## config.mk

```make
export PLATFORM = sky130hd
export DESIGN_NAME = bus_region_firewall
export DESIGN_NICKNAME = d
export VERILOG_FILES = /design/src/rtl/fw_pkg.sv /design/src/rtl/fw_region_store.sv /design/src/rtl/fw_region_eval.sv /design/src/rtl/fw_priority_pick.sv /design/src/rtl/fw_violation_log.sv /design/src/rtl/bus_region_firewall.sv
export SDC_FILE = /design/constraint.sdc
export NUM_CORES = 1
export LEC_CHECK = 0
export BUFFER_PORTS_ARGS = -buffer_cell sky130_fd_sc_hd__buf_4
export CELL_PAD_IN_SITES_DETAIL_PLACEMENT = 1
export CELL_PAD_IN_SITES_GLOBAL_PLACEMENT = 1
export CORE_MARGIN = 2
export CORE_UTILIZATION = 40
export CTS_CLUSTER_DIAMETER = 200
export DETAILED_ROUTE_END_ITERATION = 8
export PLACE_DENSITY_LB_ADDON = 0.25
export REMOVE_ABC_BUFFERS = 1
export SYNTH_ARGS = -nofsm -noshare
export SYNTH_HDL_FRONTEND = slang
export SYNTH_SLANG_ARGS = --single-unit
```

## constraint.sdc

```tcl
create_clock -name clk -period 8.3 [get_ports clk]
set_clock_uncertainty 0.1 [all_clocks]
set_input_delay 0.83 -clock clk [delete_from_list [all_inputs] [get_ports clk]]
set_output_delay 0.83 -clock clk [all_outputs]
set_load 0.01 [all_outputs]
```

## src/rtl/fw_pkg.sv

```systemverilog
package fw_pkg;
   localparam int ID_W     = 8;
   localparam int RIGHTS_W = 16;
   localparam int FIELD_W  = 3;

   localparam logic [FIELD_W-1:0] FLD_LO    = 3'd0;
   localparam logic [FIELD_W-1:0] FLD_HI    = 3'd1;
   localparam logic [FIELD_W-1:0] FLD_CTRL  = 3'd2;
   localparam int                 FLD_SLOT0 = 3;

   localparam int CTRL_EN = 0;
   localparam int CTRL_BG = 1;

   typedef struct packed {
      logic write;
      logic secure;
      logic priv;
      logic cache;
      logic debug;
   } acc_attr_t;

   // nibble index: 0 sec-priv, 1 sec-user, 2 nonsec-priv, 3 nonsec-user
   function automatic logic [1:0] nibble_index(input acc_attr_t a);
      return {~a.secure, ~a.priv};
   endfunction

   // bit0 write, bit1 read, bit2 cacheable, bit3 debug
   function automatic logic [3:0] needed_bits(input acc_attr_t a);
      return {a.debug, a.cache, ~a.write, a.write};
   endfunction
endpackage

```

## src/rtl/fw_region_store.sv

```systemverilog
module fw_region_store
   import fw_pkg::*;
#(
   parameter int N_REGIONS = 3,
   parameter int N_SLOTS   = 3,
   parameter int ADDR_W    = 32,
   parameter int DATA_W    = 32,
   parameter int CFG_IDX_W = 4
) (
   input  logic                                          clk,
   input  logic                                          rst_n,
   input  logic                                          cfg_we,
   input  logic [CFG_IDX_W-1:0]                          cfg_region,
   input  logic [FIELD_W-1:0]                            cfg_field,
   input  logic [DATA_W-1:0]                             cfg_wdata,
   output logic                                          cfg_err,
   output logic [N_REGIONS-1:0][ADDR_W-1:0]              lo_q,
   output logic [N_REGIONS-1:0][ADDR_W-1:0]              hi_q,
   output logic [N_REGIONS-1:0]                          en_q,
   output logic [N_REGIONS-1:0]                          bg_q,
   output logic [N_REGIONS-1:0][N_SLOTS-1:0][ID_W-1:0]     slot_id_q,
   output logic [N_REGIONS-1:0][N_SLOTS-1:0][RIGHTS_W-1:0] slot_rights_q
);
   localparam logic [CFG_IDX_W:0] REG_LIMIT = (CFG_IDX_W+1)'(N_REGIONS);
   localparam logic [FIELD_W:0]   FLD_LIMIT = (FIELD_W+1)'(FLD_SLOT0 + N_SLOTS);

   logic idx_ok, fld_ok, accept;
   assign idx_ok = {1'b0, cfg_region} < REG_LIMIT;
   assign fld_ok = {1'b0, cfg_field} < FLD_LIMIT;
   assign accept = cfg_we && idx_ok && fld_ok;

   always_ff @(posedge clk or negedge rst_n) begin
      if (!rst_n) cfg_err <= 1'b0;
      else        cfg_err <= cfg_we && !(idx_ok && fld_ok);
   end

   for (genvar r = 0; r < N_REGIONS; r++) begin : g_region
      localparam logic [CFG_IDX_W-1:0] RID = CFG_IDX_W'(r);
      logic sel;
      assign sel = accept && (cfg_region == RID);

      always_ff @(posedge clk or negedge rst_n) begin
         if (!rst_n) begin
            lo_q[r] <= '0;
            hi_q[r] <= '0;
            en_q[r] <= 1'b0;
            bg_q[r] <= 1'b0;
         end else if (sel) begin
            if (cfg_field == FLD_LO) lo_q[r] <= cfg_wdata[ADDR_W-1:0];
            if (cfg_field == FLD_HI) hi_q[r] <= cfg_wdata[ADDR_W-1:0];
            if (cfg_field == FLD_CTRL) begin
               en_q[r] <= cfg_wdata[CTRL_EN];
               bg_q[r] <= cfg_wdata[CTRL_BG];
            end
         end
      end

      for (genvar s = 0; s < N_SLOTS; s++) begin : g_slot
         localparam logic [FIELD_W-1:0] FSLOT = FIELD_W'(FLD_SLOT0 + s);
         always_ff @(posedge clk or negedge rst_n) begin
            if (!rst_n) begin
               slot_id_q[r][s]     <= '0;
               slot_rights_q[r][s] <= '0;
            end else if (sel && cfg_field == FSLOT) begin
               slot_id_q[r][s]     <= cfg_wdata[RIGHTS_W +: ID_W];
               slot_rights_q[r][s] <= cfg_wdata[RIGHTS_W-1:0];
            end
         end
      end
   end
endmodule

```

## src/rtl/fw_region_eval.sv

```systemverilog
module fw_region_eval
   import fw_pkg::*;
#(
   parameter int N_SLOTS = 3,
   parameter int ADDR_W  = 32
) (
   input  logic [ADDR_W-1:0]                 lo,
   input  logic [ADDR_W-1:0]                 hi,
   input  logic                              en,
   input  logic [N_SLOTS-1:0][ID_W-1:0]      slot_id,
   input  logic [N_SLOTS-1:0][RIGHTS_W-1:0]  slot_rights,
   input  logic [ADDR_W-1:0]                 addr,
   input  logic [ID_W-1:0]                   id,
   input  acc_attr_t                         attr,
   output logic                              hit,
   output logic                              allow
);
   logic [1:0]         nsel;
   logic [3:0]         need;
   logic [N_SLOTS-1:0] slot_ok;

   assign hit  = en && (addr >= lo) && (addr <= hi);
   assign nsel = nibble_index(attr);
   assign need = needed_bits(attr);

   for (genvar s = 0; s < N_SLOTS; s++) begin : g_slot
      logic [3:0] nib;
      assign nib        = slot_rights[s][{nsel, 2'b00} +: 4];
      assign slot_ok[s] = (slot_id[s] == id) && ((nib & need) == need);
   end

   assign allow = |slot_ok;
endmodule

```

## src/rtl/fw_priority_pick.sv

```systemverilog
module fw_priority_pick #(
   parameter int N_REGIONS = 3
) (
   input  logic [N_REGIONS-1:0] hit,
   input  logic [N_REGIONS-1:0] bg,
   input  logic [N_REGIONS-1:0] allow,
   output logic                 grant
);
   logic fg_found, fg_allow, bg_found, bg_allow;

   always_comb begin
      fg_found = 1'b0;
      fg_allow = 1'b0;
      bg_found = 1'b0;
      bg_allow = 1'b0;
      // walk downward so the lowest index is the last to overwrite
      for (int r = N_REGIONS - 1; r >= 0; r--) begin
         if (hit[r] && !bg[r]) begin
            fg_found = 1'b1;
            fg_allow = allow[r];
         end
         if (hit[r] && bg[r]) begin
            bg_found = 1'b1;
            bg_allow = allow[r];
         end
      end
      if (fg_found)      grant = fg_allow;
      else if (bg_found) grant = bg_allow;
      else               grant = 1'b0;
   end
endmodule

```

## src/rtl/fw_violation_log.sv

```systemverilog
module fw_violation_log
   import fw_pkg::*;
#(
   parameter int ADDR_W = 32
) (
   input  logic              clk,
   input  logic              rst_n,
   input  logic              deny,
   input  logic              clear,
   input  logic [ADDR_W-1:0] addr,
   input  logic [ID_W-1:0]   id,
   input  acc_attr_t         attr,
   output logic              valid,
   output logic [ADDR_W-1:0] rec_addr,
   output logic [ID_W-1:0]   rec_id,
   output logic              rec_write,
   output logic              rec_secure,
   output logic              rec_priv
);
   logic take;
   assign take = deny && (!valid || clear);

   always_ff @(posedge clk or negedge rst_n) begin
      if (!rst_n) begin
         valid      <= 1'b0;
         rec_addr   <= '0;
         rec_id     <= '0;
         rec_write  <= 1'b0;
         rec_secure <= 1'b0;
         rec_priv   <= 1'b0;
      end else if (take) begin
         valid      <= 1'b1;
         rec_addr   <= addr;
         rec_id     <= id;
         rec_write  <= attr.write;
         rec_secure <= attr.secure;
         rec_priv   <= attr.priv;
      end else if (clear) begin
         valid <= 1'b0;
      end
   end
endmodule

```

## src/rtl/bus_region_firewall.sv

```systemverilog
module bus_region_firewall
   import fw_pkg::*;
#(
   parameter int N_REGIONS = 3,
   parameter int N_SLOTS   = 3,
   parameter int ADDR_W    = 32,
   parameter int DATA_W    = 32,
   parameter int CFG_IDX_W = 4
) (
   input  logic                 clk,
   input  logic                 rst_n,
   input  logic                 cfg_we,
   input  logic [CFG_IDX_W-1:0] cfg_region,
   input  logic [2:0]           cfg_field,
   input  logic [DATA_W-1:0]    cfg_wdata,
   output logic                 cfg_err,
   input  logic                 req_valid,
   input  logic [ADDR_W-1:0]    req_addr,
   input  logic [7:0]           req_id,
   input  logic                 req_write,
   input  logic                 req_secure,
   input  logic                 req_priv,
   input  logic                 req_cache,
   input  logic                 req_debug,
   output logic                 dec_valid,
   output logic                 dec_grant,
   output logic                 dec_err,
   input  logic                 log_clear,
   output logic                 log_valid,
   output logic [ADDR_W-1:0]    log_addr,
   output logic [7:0]           log_id,
   output logic                 log_write,
   output logic                 log_secure,
   output logic                 log_priv
);
   if (N_SLOTS < 1 || N_SLOTS > 3) begin : g_bad_slots
      $error("N_SLOTS must lie in 1..3");
   end
   if (N_REGIONS < 1 || N_REGIONS > (1 << CFG_IDX_W)) begin : g_bad_regions
      $error("N_REGIONS must be 1..2**CFG_IDX_W");
   end
   if (DATA_W < ADDR_W || DATA_W < ID_W + RIGHTS_W) begin : g_bad_data
      $error("DATA_W too narrow for address or slot word");
   end

   logic [N_REGIONS-1:0][ADDR_W-1:0]              lo_q, hi_q;
   logic [N_REGIONS-1:0]                          en_q, bg_q;
   logic [N_REGIONS-1:0][N_SLOTS-1:0][ID_W-1:0]     slot_id_q;
   logic [N_REGIONS-1:0][N_SLOTS-1:0][RIGHTS_W-1:0] slot_rights_q;
   logic [N_REGIONS-1:0] hit, allow;
   logic                 grant_c, deny_c;
   acc_attr_t            attr;

   assign attr = '{write: req_write, secure: req_secure, priv: req_priv,
                   cache: req_cache, debug: req_debug};

   fw_region_store #(
      .N_REGIONS(N_REGIONS), .N_SLOTS(N_SLOTS), .ADDR_W(ADDR_W),
      .DATA_W(DATA_W), .CFG_IDX_W(CFG_IDX_W)
   ) u_store (
      .clk(clk), .rst_n(rst_n), .cfg_we(cfg_we), .cfg_region(cfg_region),
      .cfg_field(cfg_field), .cfg_wdata(cfg_wdata), .cfg_err(cfg_err),
      .lo_q(lo_q), .hi_q(hi_q), .en_q(en_q), .bg_q(bg_q),
      .slot_id_q(slot_id_q), .slot_rights_q(slot_rights_q)
   );

   for (genvar r = 0; r < N_REGIONS; r++) begin : g_eval
      fw_region_eval #(.N_SLOTS(N_SLOTS), .ADDR_W(ADDR_W)) u_eval (
         .lo(lo_q[r]), .hi(hi_q[r]), .en(en_q[r]),
         .slot_id(slot_id_q[r]), .slot_rights(slot_rights_q[r]),
         .addr(req_addr), .id(req_id), .attr(attr),
         .hit(hit[r]), .allow(allow[r])
      );
   end

   fw_priority_pick #(.N_REGIONS(N_REGIONS)) u_pick (
      .hit(hit), .bg(bg_q), .allow(allow), .grant(grant_c)
   );

   assign deny_c = req_valid && !grant_c;

   always_ff @(posedge clk or negedge rst_n) begin
      if (!rst_n) begin
         dec_valid <= 1'b0;
         dec_grant <= 1'b0;
         dec_err   <= 1'b0;
      end else begin
         dec_valid <= req_valid;
         dec_grant <= req_valid && grant_c;
         dec_err   <= deny_c;
      end
   end

   fw_violation_log #(.ADDR_W(ADDR_W)) u_log (
      .clk(clk), .rst_n(rst_n), .deny(deny_c), .clear(log_clear),
      .addr(req_addr), .id(req_id), .attr(attr),
      .valid(log_valid), .rec_addr(log_addr), .rec_id(log_id),
      .rec_write(log_write), .rec_secure(log_secure), .rec_priv(log_priv)
   );
endmodule

```

==> summary.txt <==
Synth
  – Primary FF master, synth: dfrtp_1
  – Post-Synthesis Cells: 1958
  – Sequential area share after synthesis: 47.6%
  – Largest area contributor in the netlist: dfrtp_1
  – Number of synthesized flops with an enable pin: 0
  – Mapped Area: 24300 sq um
  – Top cells by area, synth: dfrtp_1, mux2_2, ha_1
  – #FFs+latches synth: 462
  – Top-area cell type share of the netlist area: 47.6%
  – Fraction of registers with async set/reset: 100%
  – Post-Synthesis Mean Instance Area: 12.4 sq um
  – Most frequent cell after synthesis: dfrtp_1
  – Distinct cells, synth: 66
  – Synth cell count leaders: dfrtp_1, mux2_2, inv_1, ha_1, nand2_1
  – Synth Warn #: 0

Drt
  – Initial DRC count: 624
  – Vias per inst: 5.42
  – Routed Antenna Nets: 0
  – Total number of vias: 15676
  – Final wirelength: 66300 um
  – DRC: 0
  – Avg WL per Cell: 22.9 um
  – Pre-antenna DRT Iters: 6

Floorplanning
  – Core box area: 60200 sq um
  – DIE AREA: 62800 sq um
  – Std cell rows: 90
  – Chip width: 251 um
  – I/O Pins: 137
  – Initial Util: 40.4%
  – Die Ht: 251 um

Worst setup path
  – Startpoint Class: primary input
  – CP dominant cell by count: buf_4
  – CP Cell Sequence: buf_4, ha_1, nand4_1, nor3_1, a21boi_1, o31a_1, o21a_1, nor4b_2, a311oi_2, a22oi_4, nor2_8, buf_4, mux2_1
  – CP max stage cell: nor3_1
  – CP max FO: 23
  – WP data arrival: 4.95 ns
  – Critical path type: primary input to flop
  – Crit path largest cell delay: 0.59 ns
  – Crit path max-delay family: simple AND/OR/NAND/NOR gates
  – Buf/Inv on CP: 2
  – CP required: 8.68 ns
  – Crit end category: flop

Global route
  – Gr usage total: 21.5%
  – Vias in the first global route: 17648
  – Grt ovf: 0
  – Largest net degree at the start of global routing: 162
  – First-pass GRT wire length: 104000 um
  – Initial antenna violation count: 3

Clock network
  – Skew-Pair Late Insertion Delay: 0.61 ns
  – CTS buffer count: 53
  – Root buffer cell: clkbuf_16
  – Post-cts gate resize count: 0
  – # hold bufs at CTS: 0
  – Sink Count: 462
  – H-tree depth: 2
  – CTS tree: yes
  – Register clock-pin slew on the reported worst setup and hold paths: 0.06 ns
  – Post-CTS setup buffer count: 0
  – Max Buffers Root-to-Sink: 3

STA
  – Slew HR: 13.7%
  – RSZ-0062 raised after global routing: false
  – Slew Limit Fails: 0
  – Peak Freq: 219 MHz
  – Setup TNS: 0 ns
  – Final setup violation count: 0
  – Worst-margin pin slew: 1.29 ns
  – Final Hold Fails: 0
  – Setup ws final: 3.74 ns
  – Crit path time final: 4.56 ns
  – Post-route clock period utilization: 55.0%

Layout
  – Layout Area Growth over Synthesis: 14.3%
  – Antenna Cells: 0
  – Nets: 2349
  – Filler cells: 6213
  – Final non-filler cell total: 2893
  – Share of layout cells above drive strength 1: 34.1%
  – Core Util, Final: 46.1%
  – Design Area, Final: 27800 sq um

Placed design
  – DP Area: 26000 sq um
  – DP Wirelength: 44600 um
  – Port buffer count: 136
  – Placed Instances: 2795
  – GPL Wtd Cong: 0.798
  – DP Worst Slack: 3.10 ns

Min path
  – Worst Hold Class: primary input to async pin

Run
  – Max Cap Viol: 0

Power and ir drop
  – P per Cell Area: 206 nW/um^2
  – Lkg Pwr: 13.5 nW
  – Max IR drop VDD: 160 uV

Outcome
  – Status: complete, no violations
==> state kept, by name (all words and copies together) (netlist names) <==
name                   flops
u_store.slot_id_q         72
u_log.rec_write            1
u_log.rec_priv             1
u_log.valid                1
u_log.rec_secure           1
u_log.rec_addr            32
u_store.slot_rights_q    144
u_store.bg_q               3
dec_valid                  1
dec_grant                  1
u_store.lo_q              96
u_log.rec_id               8
u_store.hi_q              96
u_store.cfg_err            1
u_store.en_q               3
dec_err                    1
==> cell type report <==
cell class | count | area (sq um) | area share (%)
well taps | 782 | 978 | 3.52
repair buffers | 140 | 1080 | 3.90
flip-flops and latches | 462 | 11600 | 41.6
clock buffers | 81 | 1610 | 5.80
inverters | 208 | 781 | 2.81
clock inverters | 17 | 211 | 0.761
multi-input cells | 1203 | 11600 | 41.6
==> stage by stage <==
step           total power, mW  hold slack (ns)
2_1_floorplan             2.97            0.372
3_3_place_gp              3.31            0.370
3_5_place_dp              3.35            0.380
4_1_cts                   5.81            0.102
5_1_grt                   6.00            0.121
6_report                  5.73           0.0997
==> worst paths after layout <==
kind | depth (start not counted) | endpoint | startpoint | slack, ns
worst min register to register | 1 | u_log.rec_addr[1] | u_log.rec_addr[1] | 0.39
worst max register to register | 13 | u_log.rec_addr[1] | u_store.hi_q[30] | 3.74
worst min-delay path | 1 | u_store.slot_id_q[56] | rst_n | 0.1
worst max-delay path | 13 | u_log.rec_addr[1] | req_addr[15] | 3.74
max in group asynchronous | 2 | u_store.slot_rights_q[78] | rst_n | 6.56
min in group clk | 1 | dec_valid | req_valid | 0.28
==> metal layers <==
metal,routed length [um],up-vias,global-route usage [%]
li1,-,7155,-
met2,33000,241,37.7
met3,1990,115,2.62
met5,13,-,0
met4,2200,2,7.73
met1,29100,8163,27.4
==> placed cells by master (no fill, tap or decap), drive strengths merged, types with 13 or more instances in the layout <==
cell and instances:
ha 192, buf 140, nor3 13, nand3 17
xor2 72, nor2b 17, nand2 73, mux2 478
nor4 26, nor2 18, a21oi 71, clkbuf 81
nand4 31, mux2i 18, inv 209, dfrtp 462
o21ai 40
==> power breakdown <==
| part | internal, mW | total [mW] | switching [mW] |
|---|---|---|---|
| Combinational | 0.367 | 0.786 | 0.419 |
| Sequential | 2.42 | 2.52 | 0.0959 |
| Clock | 1.46 | 2.43 | 0.967 |
==> worst reg2reg max path, cell delays in order, from the launching register on <==
cell,delay (ns)
dfrtp_1,0.34
inv_1,0.06
ha_1,0.31
nand4_1,0.21
nor4_1,0.54
nand4_1,0.21
and2_1,0.22
a221oi_2,0.36
nand2_1,0.12
a311oi_2,0.38
a22oi_4,0.16
nor2_8,0.47
buf_4,0.58
mux2_1,0.39
==> logic make-up (layout without fill, tap and decap cells) <==
kind of cell,after synthesis,in the layout,share of synthesized area (%)
flip-flops,462,462,47.6
AND/OR/NAND/NOR,227,227,4.99
multiplexers,505,505,24.3
XOR/XNOR,72,72,2.59
buffers and inverters,293,446,4.99
adder cells (fa/ha/maj),192,192,9.88
AO/OA/AOI/OAI,207,207,5.66
(Power assumes the default switching activity.)
